File: config.mk
export PLATFORM = sky130hd
export DESIGN_NAME = uart_regbank
export DESIGN_NICKNAME = d
export VERILOG_FILES = /design/src/rtl/uart_regbank_pkg.sv /design/src/rtl/uart_regbank_decode.sv /design/src/rtl/uart_regbank_irq.sv /design/src/rtl/uart_regbank.sv
export SDC_FILE = /design/constraint.sdc
export NUM_CORES = 1
export LEC_CHECK = 0
export CAP_MARGIN = 20
export CORE_ASPECT_RATIO = 0.5
export CORE_MARGIN = 2
export CORE_UTILIZATION = 50
export CTS_BUF_LIST = sky130_fd_sc_hd__clkbuf_8 sky130_fd_sc_hd__clkbuf_16
export DETAILED_ROUTE_END_ITERATION = 12
export PLACE_DENSITY = 0.87
export SYNTH_ARGS = -nofsm -noshare
export SYNTH_HDL_FRONTEND = slang
export SYNTH_SLANG_ARGS = --single-unit
export TNS_END_PERCENT = 20
File: constraint.sdc
create_clock -name clk -period 3.46 [get_ports clk]
set_input_delay 0.519 -clock clk [delete_from_list [all_inputs] [get_ports clk]]
set_output_delay 0.519 -clock clk [all_outputs]
set_load 0.01 [all_outputs]
File: src/rtl/uart_regbank_pkg.sv
package uart_regbank_pkg;

    localparam int ADDR_W  = 12;
    localparam int DATA_W  = 32;
    localparam int IDX_W   = ADDR_W - 2;
    localparam int HEAD_W  = 12;
    localparam int ERR_W   = 4;
    localparam int IRQ_W   = 11;

    localparam int TX_BIT  = 5;
    localparam int RX_BIT  = 4;
    localparam int FEN_BIT = 4;

    localparam int W_IRDA  = 8;
    localparam int W_BDI   = 16;
    localparam int W_BDF   = 6;
    localparam int W_LINE  = 8;
    localparam int W_CTRL  = 16;
    localparam int W_FLVL  = 6;
    localparam int W_DMA   = 3;

    localparam logic [W_CTRL-1:0] CTRL_RST = 16'h0300;
    localparam logic [W_FLVL-1:0] FLVL_RST = 6'h12;

    typedef enum logic [4:0] {
        RG_DATA = 5'd0,
        RG_STAT = 5'd1,
        RG_FLAG = 5'd6,
        RG_IRDA = 5'd8,
        RG_BDI  = 5'd9,
        RG_BDF  = 5'd10,
        RG_LINE = 5'd11,
        RG_CTRL = 5'd12,
        RG_FLVL = 5'd13,
        RG_MASK = 5'd14,
        RG_RAW  = 5'd15,
        RG_MSKD = 5'd16,
        RG_CLR  = 5'd17,
        RG_DMA  = 5'd18,
        RG_NONE = 5'd31
    } reg_sel_e;

    typedef struct packed {
        reg_sel_e   sel;
        logic       id_hit;
        logic [2:0] id_idx;
    } dec_t;

    typedef struct packed {
        logic tx;
        logic rx;
    } irq_raw_t;

    function automatic logic [7:0] id_byte(input logic [2:0] i);
        case (i)
            3'd0: id_byte = 8'h11;
            3'd1: id_byte = 8'h10;
            3'd2: id_byte = 8'h14;
            3'd3: id_byte = 8'h00;
            3'd4: id_byte = 8'h0D;
            3'd5: id_byte = 8'hF0;
            3'd6: id_byte = 8'h05;
            default: id_byte = 8'hB1;
        endcase
    endfunction

endpackage

File: src/rtl/uart_regbank_decode.sv
module uart_regbank_decode
    import uart_regbank_pkg::*;
(
    input  logic [ADDR_W-1:0] addr,
    output dec_t              dec
);
    logic [IDX_W-1:0] idx;

    always_comb begin
        idx        = addr[ADDR_W-1:2];
        dec.id_hit = (addr[ADDR_W-1:5] == '1);
        dec.id_idx = addr[4:2];
        case (idx)
            10'd0:   dec.sel = RG_DATA;
            10'd1:   dec.sel = RG_STAT;
            10'd6:   dec.sel = RG_FLAG;
            10'd8:   dec.sel = RG_IRDA;
            10'd9:   dec.sel = RG_BDI;
            10'd10:  dec.sel = RG_BDF;
            10'd11:  dec.sel = RG_LINE;
            10'd12:  dec.sel = RG_CTRL;
            10'd13:  dec.sel = RG_FLVL;
            10'd14:  dec.sel = RG_MASK;
            10'd15:  dec.sel = RG_RAW;
            10'd16:  dec.sel = RG_MSKD;
            10'd17:  dec.sel = RG_CLR;
            10'd18:  dec.sel = RG_DMA;
            default: dec.sel = RG_NONE;
        endcase
    end

endmodule

File: src/rtl/uart_regbank_irq.sv
module uart_regbank_irq
    import uart_regbank_pkg::*;
(
    input  logic             clk,
    input  logic             rst,
    input  logic             tx_set,
    input  logic             rx_set,
    input  logic             rx_clr,
    input  logic             clr_we,
    input  logic [IRQ_W-1:0] clr_bits,
    input  logic             mask_we,
    input  logic [IRQ_W-1:0] mask_wdata,
    output logic [IRQ_W-1:0] raw,
    output logic [IRQ_W-1:0] mask,
    output logic [IRQ_W-1:0] masked,
    output logic             irq
);
    irq_raw_t         raw_q;
    logic [IRQ_W-1:0] mask_q;

    always_ff @(posedge clk) begin
        if (rst) begin
            raw_q  <= '0;
            mask_q <= '0;
        end else begin
            if (tx_set)
                raw_q.tx <= 1'b1;
            else if (clr_we && clr_bits[TX_BIT])
                raw_q.tx <= 1'b0;
            if (rx_set)
                raw_q.rx <= 1'b1;
            else if ((clr_we && clr_bits[RX_BIT]) || rx_clr)
                raw_q.rx <= 1'b0;
            if (mask_we)
                mask_q <= mask_wdata;
        end
    end

    always_comb begin
        raw         = '0;
        raw[TX_BIT] = raw_q.tx;
        raw[RX_BIT] = raw_q.rx;
        mask        = mask_q;
        masked      = raw & mask_q;
        irq         = |masked;
    end

    p_tx_set_r5: assert property (@(posedge clk) disable iff (rst)
        tx_set |=> raw_q.tx);

    p_icr_clear_r6: assert property (@(posedge clk) disable iff (rst)
        (clr_we && clr_bits[RX_BIT] && !rx_set) |=> !raw_q.rx);

    p_mask_irq_r6: assert property (@(posedge clk) disable iff (rst)
        (mask_we && (|(raw & mask_wdata))) |=> irq);

    p_rx_raise_r7: assert property (@(posedge clk) disable iff (rst)
        rx_set |=> raw_q.rx);

endmodule

File: src/rtl/uart_regbank.sv
module uart_regbank
    import uart_regbank_pkg::*;
#(
    parameter int RX_DEPTH = 16,
    parameter int RX_TRIG  = 1,
    localparam int CNT_W   = $clog2(RX_DEPTH + 1)
) (
    input  logic              clk,
    input  logic              rst,
    input  logic              bus_valid,
    input  logic              bus_write,
    input  logic [ADDR_W-1:0] bus_addr,
    input  logic [DATA_W-1:0] bus_wdata,
    output logic [DATA_W-1:0] bus_rdata,
    output logic              tx_valid,
    output logic [7:0]        tx_data,
    output logic              rx_pop,
    input  logic [HEAD_W-1:0] rx_head,
    input  logic [CNT_W-1:0]  rx_count,
    input  logic              rx_empty,
    input  logic              rx_full,
    output logic              rx_flush,
    output logic              irq
);
    localparam logic [CNT_W-1:0] TRIG_C = CNT_W'(RX_TRIG);

    dec_t               dec;
    logic               wr, rd, wr_data, rd_data;
    logic [W_IRDA-1:0]  irda_q;
    logic [W_BDI-1:0]   bdi_q;
    logic [W_BDF-1:0]   bdf_q;
    logic [W_LINE-1:0]  line_q;
    logic [W_CTRL-1:0]  ctrl_q;
    logic [W_FLVL-1:0]  flvl_q;
    logic [W_DMA-1:0]   dma_q;
    logic [ERR_W-1:0]   rsr_q;
    logic [CNT_W-1:0]   cnt_q;
    logic [CNT_W-1:0]   left_after;
    logic               rx_set, rx_clr;
    logic [IRQ_W-1:0]   raw, mask, masked;
    logic [DATA_W-1:0]  rd_mux, rdata_q;

    uart_regbank_decode u_dec (
        .addr (bus_addr),
        .dec  (dec)
    );

    always_comb begin
        wr         = bus_valid && bus_write;
        rd         = bus_valid && !bus_write;
        wr_data    = wr && (dec.sel == RG_DATA);
        rd_data    = rd && (dec.sel == RG_DATA);
        left_after = (rx_count == '0) ? '0 : rx_count - 1'b1;
        rx_set     = (rx_count == TRIG_C) && (cnt_q < TRIG_C);
        rx_clr     = rd_data && (left_after == TRIG_C - 1'b1);
        rx_pop     = rd_data && !rx_empty;
        rx_flush   = wr && (dec.sel == RG_LINE)
                     && (line_q[FEN_BIT] != bus_wdata[FEN_BIT]);
        tx_valid   = wr_data;
        tx_data    = bus_wdata[7:0];
    end

    uart_regbank_irq u_irq (
        .clk        (clk),
        .rst        (rst),
        .tx_set     (wr_data),
        .rx_set     (rx_set),
        .rx_clr     (rx_clr),
        .clr_we     (wr && (dec.sel == RG_CLR)),
        .clr_bits   (bus_wdata[IRQ_W-1:0]),
        .mask_we    (wr && (dec.sel == RG_MASK)),
        .mask_wdata (bus_wdata[IRQ_W-1:0]),
        .raw        (raw),
        .mask       (mask),
        .masked     (masked),
        .irq        (irq)
    );

    always_ff @(posedge clk) begin
        if (rst) begin
            irda_q <= '0;
            bdi_q  <= '0;
            bdf_q  <= '0;
            line_q <= '0;
            ctrl_q <= CTRL_RST;
            flvl_q <= FLVL_RST;
            dma_q  <= '0;
            rsr_q  <= '0;
            cnt_q  <= '0;
        end else begin
            cnt_q <= rx_count;
            if (rd_data)
                rsr_q <= rx_head[HEAD_W-1:HEAD_W-ERR_W];
            if (wr) begin
                case (dec.sel)
                    RG_STAT: rsr_q  <= '0;
                    RG_IRDA: irda_q <= bus_wdata[W_IRDA-1:0];
                    RG_BDI:  bdi_q  <= bus_wdata[W_BDI-1:0];
                    RG_BDF:  bdf_q  <= bus_wdata[W_BDF-1:0];
                    RG_LINE: line_q <= bus_wdata[W_LINE-1:0];
                    RG_CTRL: ctrl_q <= bus_wdata[W_CTRL-1:0];
                    RG_FLVL: flvl_q <= bus_wdata[W_FLVL-1:0];
                    RG_DMA:  dma_q  <= bus_wdata[W_DMA-1:0];
                    default: ;
                endcase
            end
        end
    end

    always_comb begin
        rd_mux = '0;
        if (dec.id_hit) begin
            rd_mux = DATA_W'(id_byte(dec.id_idx));
        end else begin
            case (dec.sel)
                RG_DATA: rd_mux = DATA_W'(rx_head);
                RG_STAT: rd_mux = DATA_W'(rsr_q);
                RG_FLAG: rd_mux = DATA_W'({1'b1, rx_full, 1'b0, rx_empty, 4'b0000});
                RG_IRDA: rd_mux = DATA_W'(irda_q);
                RG_BDI:  rd_mux = DATA_W'(bdi_q);
                RG_BDF:  rd_mux = DATA_W'(bdf_q);
                RG_LINE: rd_mux = DATA_W'(line_q);
                RG_CTRL: rd_mux = DATA_W'(ctrl_q);
                RG_FLVL: rd_mux = DATA_W'(flvl_q);
                RG_MASK: rd_mux = DATA_W'(mask);
                RG_RAW:  rd_mux = DATA_W'(raw);
                RG_MSKD: rd_mux = DATA_W'(masked);
                RG_DMA:  rd_mux = DATA_W'(dma_q);
                default: rd_mux = '0;
            endcase
        end
    end

    always_ff @(posedge clk) begin
        if (rst)
            rdata_q <= '0;
        else if (rd)
            rdata_q <= rd_mux;
    end

    assign bus_rdata = rdata_q;

    p_rsr_clear_r9: assert property (@(posedge clk) disable iff (rst)
        (wr && dec.sel == RG_STAT) |=> (rsr_q == '0));

    p_flag_ignore_r10: assert property (@(posedge clk) disable iff (rst)
        (wr && dec.sel == RG_FLAG)
        |=> $stable({irda_q, bdi_q, bdf_q, line_q, ctrl_q, flvl_q, dma_q, rsr_q}));

endmodule

==> impl_metrics.env, run 1 <==
export IMPL_avgSynthCellArea_um2=8.25
export IMPL_tightest_slew_ns=0.804
export IMPL_fp_coreArea_mm2=0.00957
export IMPL_dpl_cell_area_mm2=0.00579
export IMPL_syn_area_mm2=0.00497
export IMPL_cts_buffers=9
export IMPL_reg2reg_from="line_q[2]"
export IMPL_pre_cts_ws_ns=0.0460
export IMPL_clockRootBuffer="clkbuf_16"
export IMPL_synth_flop_cell="dfxtp_1"
export IMPL_drc=0
export IMPL_dp_cells=787
export IMPL_pwr_share_clk=0.402
export IMPL_num_io_pins=111
export IMPL_ys_warnings_count=0
export IMPL_cp_slowest_cell="or4_1"
export IMPL_dr_first_iter_drc_count=565
export IMPL_clkTransAtPathRegs_ns=0.07
export IMPL_crit_start="bus_addr[7]"
export IMPL_holdPathStages=2
export IMPL_fin_skew_ns=0.00649
export IMPL_path_buf_inv=3
export IMPL_yosys_top_cells_area="dfxtp_1 (41%), nand2_1 (8.6%), a21oi_1 (6.8%)"
export IMPL_fin_crit_sh=0.982
export IMPL_cp_end_kind="primary output"
export IMPL_yosysMostFrequentCell="nand2_1"
export IMPL_stdcell_count=803
export IMPL_rsz0062_at_grt="false"
export IMPL_switchingPower_mw=0.600
export IMPL_area_growth_pct=21.9
export IMPL_maxCapViolations=0
export IMPL_hold_path_class="reg2reg"
export IMPL_cp_endpoint="rx_pop"
export IMPL_antenna_found_initial=0
export IMPL_synth_edf_count=0
export IMPL_grt_pass1_wl_um=23800
export IMPL_drive_gt1_frac=0.103
export IMPL_num_rows=25
export IMPL_slew_violations=0
export IMPL_die_h_um=74.5
export IMPL_track_usage=0.284
export IMPL_hold_violations=0
export IMPL_ant_nets=0
export IMPL_stdcell_area_mm2=0.00606
export IMPL_wire_per_inst_um=19.0
export IMPL_timing_reg2reg_setup_slack_ns=1.99
export IMPL_synth_top_cell_area_share=0.406
export IMPL_yosys_area_top_type="dfxtp_1"
export IMPL_path_cells="clkdlybuf4s50_1, or4_1, buf_4, nor3_1, nand2_1, nor2_1, clkdlybuf4s50_1"
export IMPL_grt_overflow_total=0
export IMPL_min_period_ns=3.40
export IMPL_clk_latency_ns=0.35
export IMPL_synthArstFlopShare=0
export IMPL_fin_tns_setup_ns=0
export IMPL_routed_wl_um=15200
export IMPL_power_density_mw_per_mm2=389
export IMPL_swShare=0.254
export IMPL_ys_seq_area_frac=0.406
export IMPL_cp_depth=7
export IMPL_p_int_mw=1.76
export IMPL_fin_nets=732
export IMPL_dp_hpwl_um=10300
export IMPL_cts_setup_buffers=0
export IMPL_vias=4956
export IMPL_holdBufCountCts=0
export IMPL_power_mw=2.36
export IMPL_path_class="in2out"
export IMPL_setup_ws_ns=0.0630
export IMPL_max_freq_ghz=0.294
export IMPL_rr_worst_depth=5
export IMPL_timing_rr_end="bus_rdata[2]"
export IMPL_cpPeakStageDelay_ns=0.57
export IMPL_ys_ff_latch=101
export IMPL_avgViaCountPerCell=6.17
export IMPL_synth_cell_types=61
export IMPL_die_area_mm2=0.0108
export IMPL_relSlewSlack=0.463
export IMPL_status="complete, no violations"
export IMPL_setup_violations=0
export IMPL_p_leak_nw=2.17
export IMPL_start_kind="input pin"
export IMPL_io_buffers=76
export IMPL_start_util=0.520
export IMPL_clockBufferDepth=2
export IMPL_synth_common_cells="nand2_1 (114), dfxtp_1 (101), a21oi_1 (68)"
export IMPL_cts_sinks=101
export IMPL_first_pass_iters=6
export IMPL_syn_inst=603
export IMPL_combPwrFrac=0.101
export IMPL_dieWidth_um=145
export IMPL_crit_top_cell="clkdlybuf4s50_1"
export IMPL_p_seq_frac=0.496
export IMPL_grt_pass1_vias=4648
export IMPL_worst_endpoint_required_ns=2.94
export IMPL_post_cts_resized=0
export IMPL_n_antenna_cell=0
export IMPL_cp_top_family="buffers and inverters"
export IMPL_grt_max_degree=40
export IMPL_cts_tree="built"
export IMPL_gp_congestion=0.951
export IMPL_crit_arrival_ns=2.88
export IMPL_critPathMaxFanout=9
export IMPL_ir_worst_vdd_uv=241
export IMPL_cts_htree_levels=3
## cells in the final DEF (no fill, tap or decap), types with 3 or more instances in the layout
master / netlist / final
a2bb2oi_1: 6 / 6
nand2_1: 114 / 114
nor3_2: 3 / 3
buf_4: 25 / 27
nand2b_1: 3 / 3
nor4_4: 3 / 3
nand4_1: 6 / 6
nand3_1: 34 / 34
and3_1: 5 / 5
a311oi_1: 5 / 5
and3b_1: 3 / 3
a211oi_1: 7 / 7
clkbuf_16: 0 / 9
o21ai_0: 7 / 7
a21oi_1: 68 / 68
o41ai_1: 3 / 3
a221oi_1: 4 / 4
a22oi_1: 15 / 15
inv_1: 5 / 6
mux2i_1: 22 / 22
o31ai_1: 3 / 3
mux2_2: 8 / 8
nor4_1: 5 / 5
and2_1: 5 / 5
clkdlybuf4s50_1: 0 / 75
or3_1: 3 / 3
nor2b_1: 7 / 7
nor2_1: 35 / 35
conb_1: 1 / 16
dfxtp_1: 101 / 101
a22o_1: 4 / 4
nand3b_1: 4 / 4
nor3_1: 7 / 7
## stage by stage
stage	utilization	hold WS (ns)
floorplan	-	0.427
global placement	0.605	0.436
detailed placement	0.605	0.444
CTS	0.634	0.454
global route	0.634	0.469
finish	0.634	0.449
## registers in the layout (all words and copies together) (netlist names), 3 cells and up
register    count
ctrl_q         16
bus_rdata      16
bdi_q          16
bdf_q           6
u_irq.mask     11
cnt_q           5
line_q          8
rsr_q           4
irda_q          8
flvl_q          6
dma_q           3
## power groups by stage
stage	sequential (mW)	clock, mW	combinational (mW)
after global placement	1.20	0	0.229
after detailed placement	1.20	0	0.231
after CTS	1.17	0.953	0.233
after floorplan	1.20	0	0.126
final	1.17	0.951	0.239
after global routing	1.17	1.00	0.251
## cells by family after synthesis
logic type	after synthesis	synth area share
AOI/OAI and AO/OA	143	0.188
and+or+nand+nor	248	0.244
muxes	32	0.0714
buffers and inverters	75	0.0825
DFF	101	0.406
other	1	0.000754
xor gates and xnor gates	1	0.00176
adders and majority gates	2	0.00503
## area by class of cell
cell class | count | area (um^2)
repair buffers | 104 | 978
clock buffers | 9 | 225
multi-input cells | 442 | 2600
clock inverters | 7 | 52.6
inverters | 5 | 18.8
well taps | 135 | 169
flip-flops and latches | 101 | 2020
fillers | 779 | 3510
## metal layers
metal	wire length (um)	track usage
met1	6170	0.348
met4	313	0.0839
met3	1920	0.112
met5	0	0
met2	6830	0.476
## worst min-delay path by stage
stage,start,to,slack (ns)
global placement,line_q[6],line_q[6],0.44
floorplan,dma_q[0],dma_q[0],0.43
detailed placement,ctrl_q[14],ctrl_q[14],0.44
global route,ctrl_q[3],ctrl_q[3],0.47
finish,ctrl_q[3],ctrl_q[3],0.45
CTS,ctrl_q[3],ctrl_q[3],0.45
## worst reg2reg max path: cells and delay by family, from the launching register on
kind / cells / cell delay [ns]
AO/OA/AOI/OAI: 3 / 0.63
flip-flops: 1 / 0.31
multiplexers: 1 / 0.27
AND/OR/NAND/NOR: 1 / 0.13
Power figures use the tool's default switching activity.
==> run 2, diff against run 1 <==
MAX_ROUTING_LAYER = met4   (was unset)
SLEW_MARGIN = 20   (was unset)
==> run 2 against run 1 <==
Effect of this change:
- worst hold slack better by 0.0027 ns
- global-route usage grew 0.32 points
- combinational power about the same
- count of clock-buffer cells in the layout up 1
- total power increased by 5.6%
- final cell count is 0.50% lower
- core utilization increased by 0.27 points
- routed wire length shrank 1.7%
- setup slack better by 0.11 ns
- sequential power about the same
- final area increased by 0.43%
- critical path type unchanged
- highest routed layer unchanged
==> impl_metrics.env, run 2 (synthesized netlist as in run 1, its figures left out) <==
export IMPL_rsz0062_at_grt="false"
export IMPL_track_usage=0.287
export IMPL_start_util=0.520
export IMPL_critPathMaxFanout=9
export IMPL_hold_path_class="reg2reg"
export IMPL_crit_top_cell="clkdlybuf4s50_1"
export IMPL_grt_max_degree=53
export IMPL_post_route_util=0.636
export IMPL_cts_htree_levels=3
export IMPL_ant_nets=0
export IMPL_max_freq_ghz=0.304
export IMPL_fp_coreArea_mm2=0.00957
export IMPL_cp_slowest_cell="or4_1"
export IMPL_final_common_cell="nand2_1"
export IMPL_fin_skew_ns=0.00791
export IMPL_clkTransAtPathRegs_ns=0.06
export IMPL_start_kind="input pin"
export IMPL_cts_sinks=101
export IMPL_grt_overflow_total=0
export IMPL_first_pass_iters=5
export IMPL_grt_pass1_vias=4557
export IMPL_io_buffers=76
export IMPL_cts_setup_buffers=0
export IMPL_crit_arrival_ns=2.77
export IMPL_grt_pass1_wl_um=23400
export IMPL_fin_nets=729
export IMPL_worst_endpoint_required_ns=2.94
export IMPL_fin_tns_setup_ns=0
export IMPL_final_cell_mix="nand2_1 (114), dfxtp_1 (101), clkdlybuf4s50_1 (75)"
export IMPL_ir_worst_vdd_uv=276
export IMPL_wire_per_inst_um=18.7
export IMPL_gp_congestion=0.953
export IMPL_clk_latency_ns=0.35
export IMPL_path_buf_inv=3
export IMPL_p_leak_nw=2.18
export IMPL_antenna_found_initial=0
export IMPL_setup_violations=0
export IMPL_area_growth_pct=22.4
export IMPL_avgViaCountPerCell=6.12
export IMPL_relSlewSlack=0.365
export IMPL_drive_gt1_frac=0.101
export IMPL_slew_violations=0
export IMPL_status="complete, no violations"
export IMPL_num_fill_cells=770
export IMPL_num_rows=25
export IMPL_clockBufferDepth=2
export IMPL_n_antenna_cell=0
export IMPL_stdcell_area_mm2=0.00609
export IMPL_path_class="in2out"
export IMPL_cts_tree="built"
export IMPL_vias=4887
export IMPL_die_h_um=74.5
export IMPL_cp_top_family="buffers and inverters"
export IMPL_dp_hpwl_um=9990
export IMPL_stdcell_count=799
export IMPL_hold_violations=0
export IMPL_min_period_ns=3.29
export IMPL_power_density_mw_per_mm2=409
export IMPL_routed_wl_um=15000
export IMPL_path_cells="clkdlybuf4s50_1, or4_1, buf_4, nor3_2, nand2_1, nor2_1, clkdlybuf4s50_1"
export IMPL_drc=0
export IMPL_die_area_mm2=0.0108
export IMPL_num_io_pins=111
export IMPL_fin_crit_sh=0.951
export IMPL_cp_end_kind="primary output"
export IMPL_cpPeakStageDelay_ns=0.58
export IMPL_clockRootBuffer="clkbuf_16"
export IMPL_dieWidth_um=145
export IMPL_dr_first_iter_drc_count=664
export IMPL_dpl_cell_area_mm2=0.00576
export IMPL_tightest_slew_ns=0.952
export IMPL_cts_buffers=9
export IMPL_dp_cells=784
export IMPL_maxCapViolations=0
-- run 2: worst paths after layout --
check              start           end  slack (ns)  cells after the start
max          bus_addr[7]        rx_pop        0.17                      7
min            line_q[0]     line_q[0]        0.45                      2
max reg2reg    line_q[2]  bus_rdata[2]        1.98                      5
min reg2reg    line_q[0]     line_q[0]        0.45                      2
-- run 2: worst min-delay path: stages (launching register included) --
cell and delay [ns]:
dfxtp_1 0.31, nand2_1 0.05, a21oi_1 0.05
-- run 2: where the power goes --
| part | internal, mW | leakage [nW] | switching, mW |
|---|---|---|---|
| Clock | 0.652 | 0.159 | 0.433 |
| Combinational | 0.101 | 1.20 | 0.136 |
| Sequential | 1.17 | 0.816 | 0.00328 |
-- run 2: per-stage QoR --
stage                     hold slack (ns)  power [mW]  setup slack [ns]
final                               0.452        2.49             0.170
after global routing                0.473        2.55            0.0803
after CTS                           0.453        2.49            0.0968
after detailed placement            0.442        1.43             0.102
after global placement              0.436        1.43             0.189
after floorplan                     0.427        1.33             0.913
-- run 2: timing repair --
action,4_1_cts,5_1_grt
gates resized for setup,0,1
hold buffers,0,0
setup endpoints to repair,0,1
-- run 2: layout make-up --
| cell class | count | area [um^2] | area share |
|---|---|---|---|
| Clock buffer | 10 | 239 | 0.0392 |
| Multi-Input combinational cell | 442 | 2600 | 0.427 |
| Tap cell | 135 | 169 | 0.0277 |
| Sequential cell | 101 | 2020 | 0.332 |
| Clock inverter | 5 | 82.6 | 0.0136 |
| Inverter | 5 | 18.8 | 0.00308 |
| Timing Repair Buffer | 101 | 956 | 0.157 |
-- run 2: routing by layer --
layer | vias to the layer above | GRT usage | wire [um] | part of all wire
li1 | 2221 | - | - | -
met1 | 2303 | 0.349 | 6150 | 0.41
met2 | 325 | 0.454 | 6620 | 0.44
met3 | 38 | 0.103 | 1930 | 0.13
met4 | 0 | 0.0915 | 284 | 0.019
met5 | - | - | 0 | 0
==> run 3, diff against run 2 <==
CAP_MARGIN = unset   (was 20)
==> results of run 3 <==
Same layout as run 2: the final DEF is identical, and so are final timing and power.
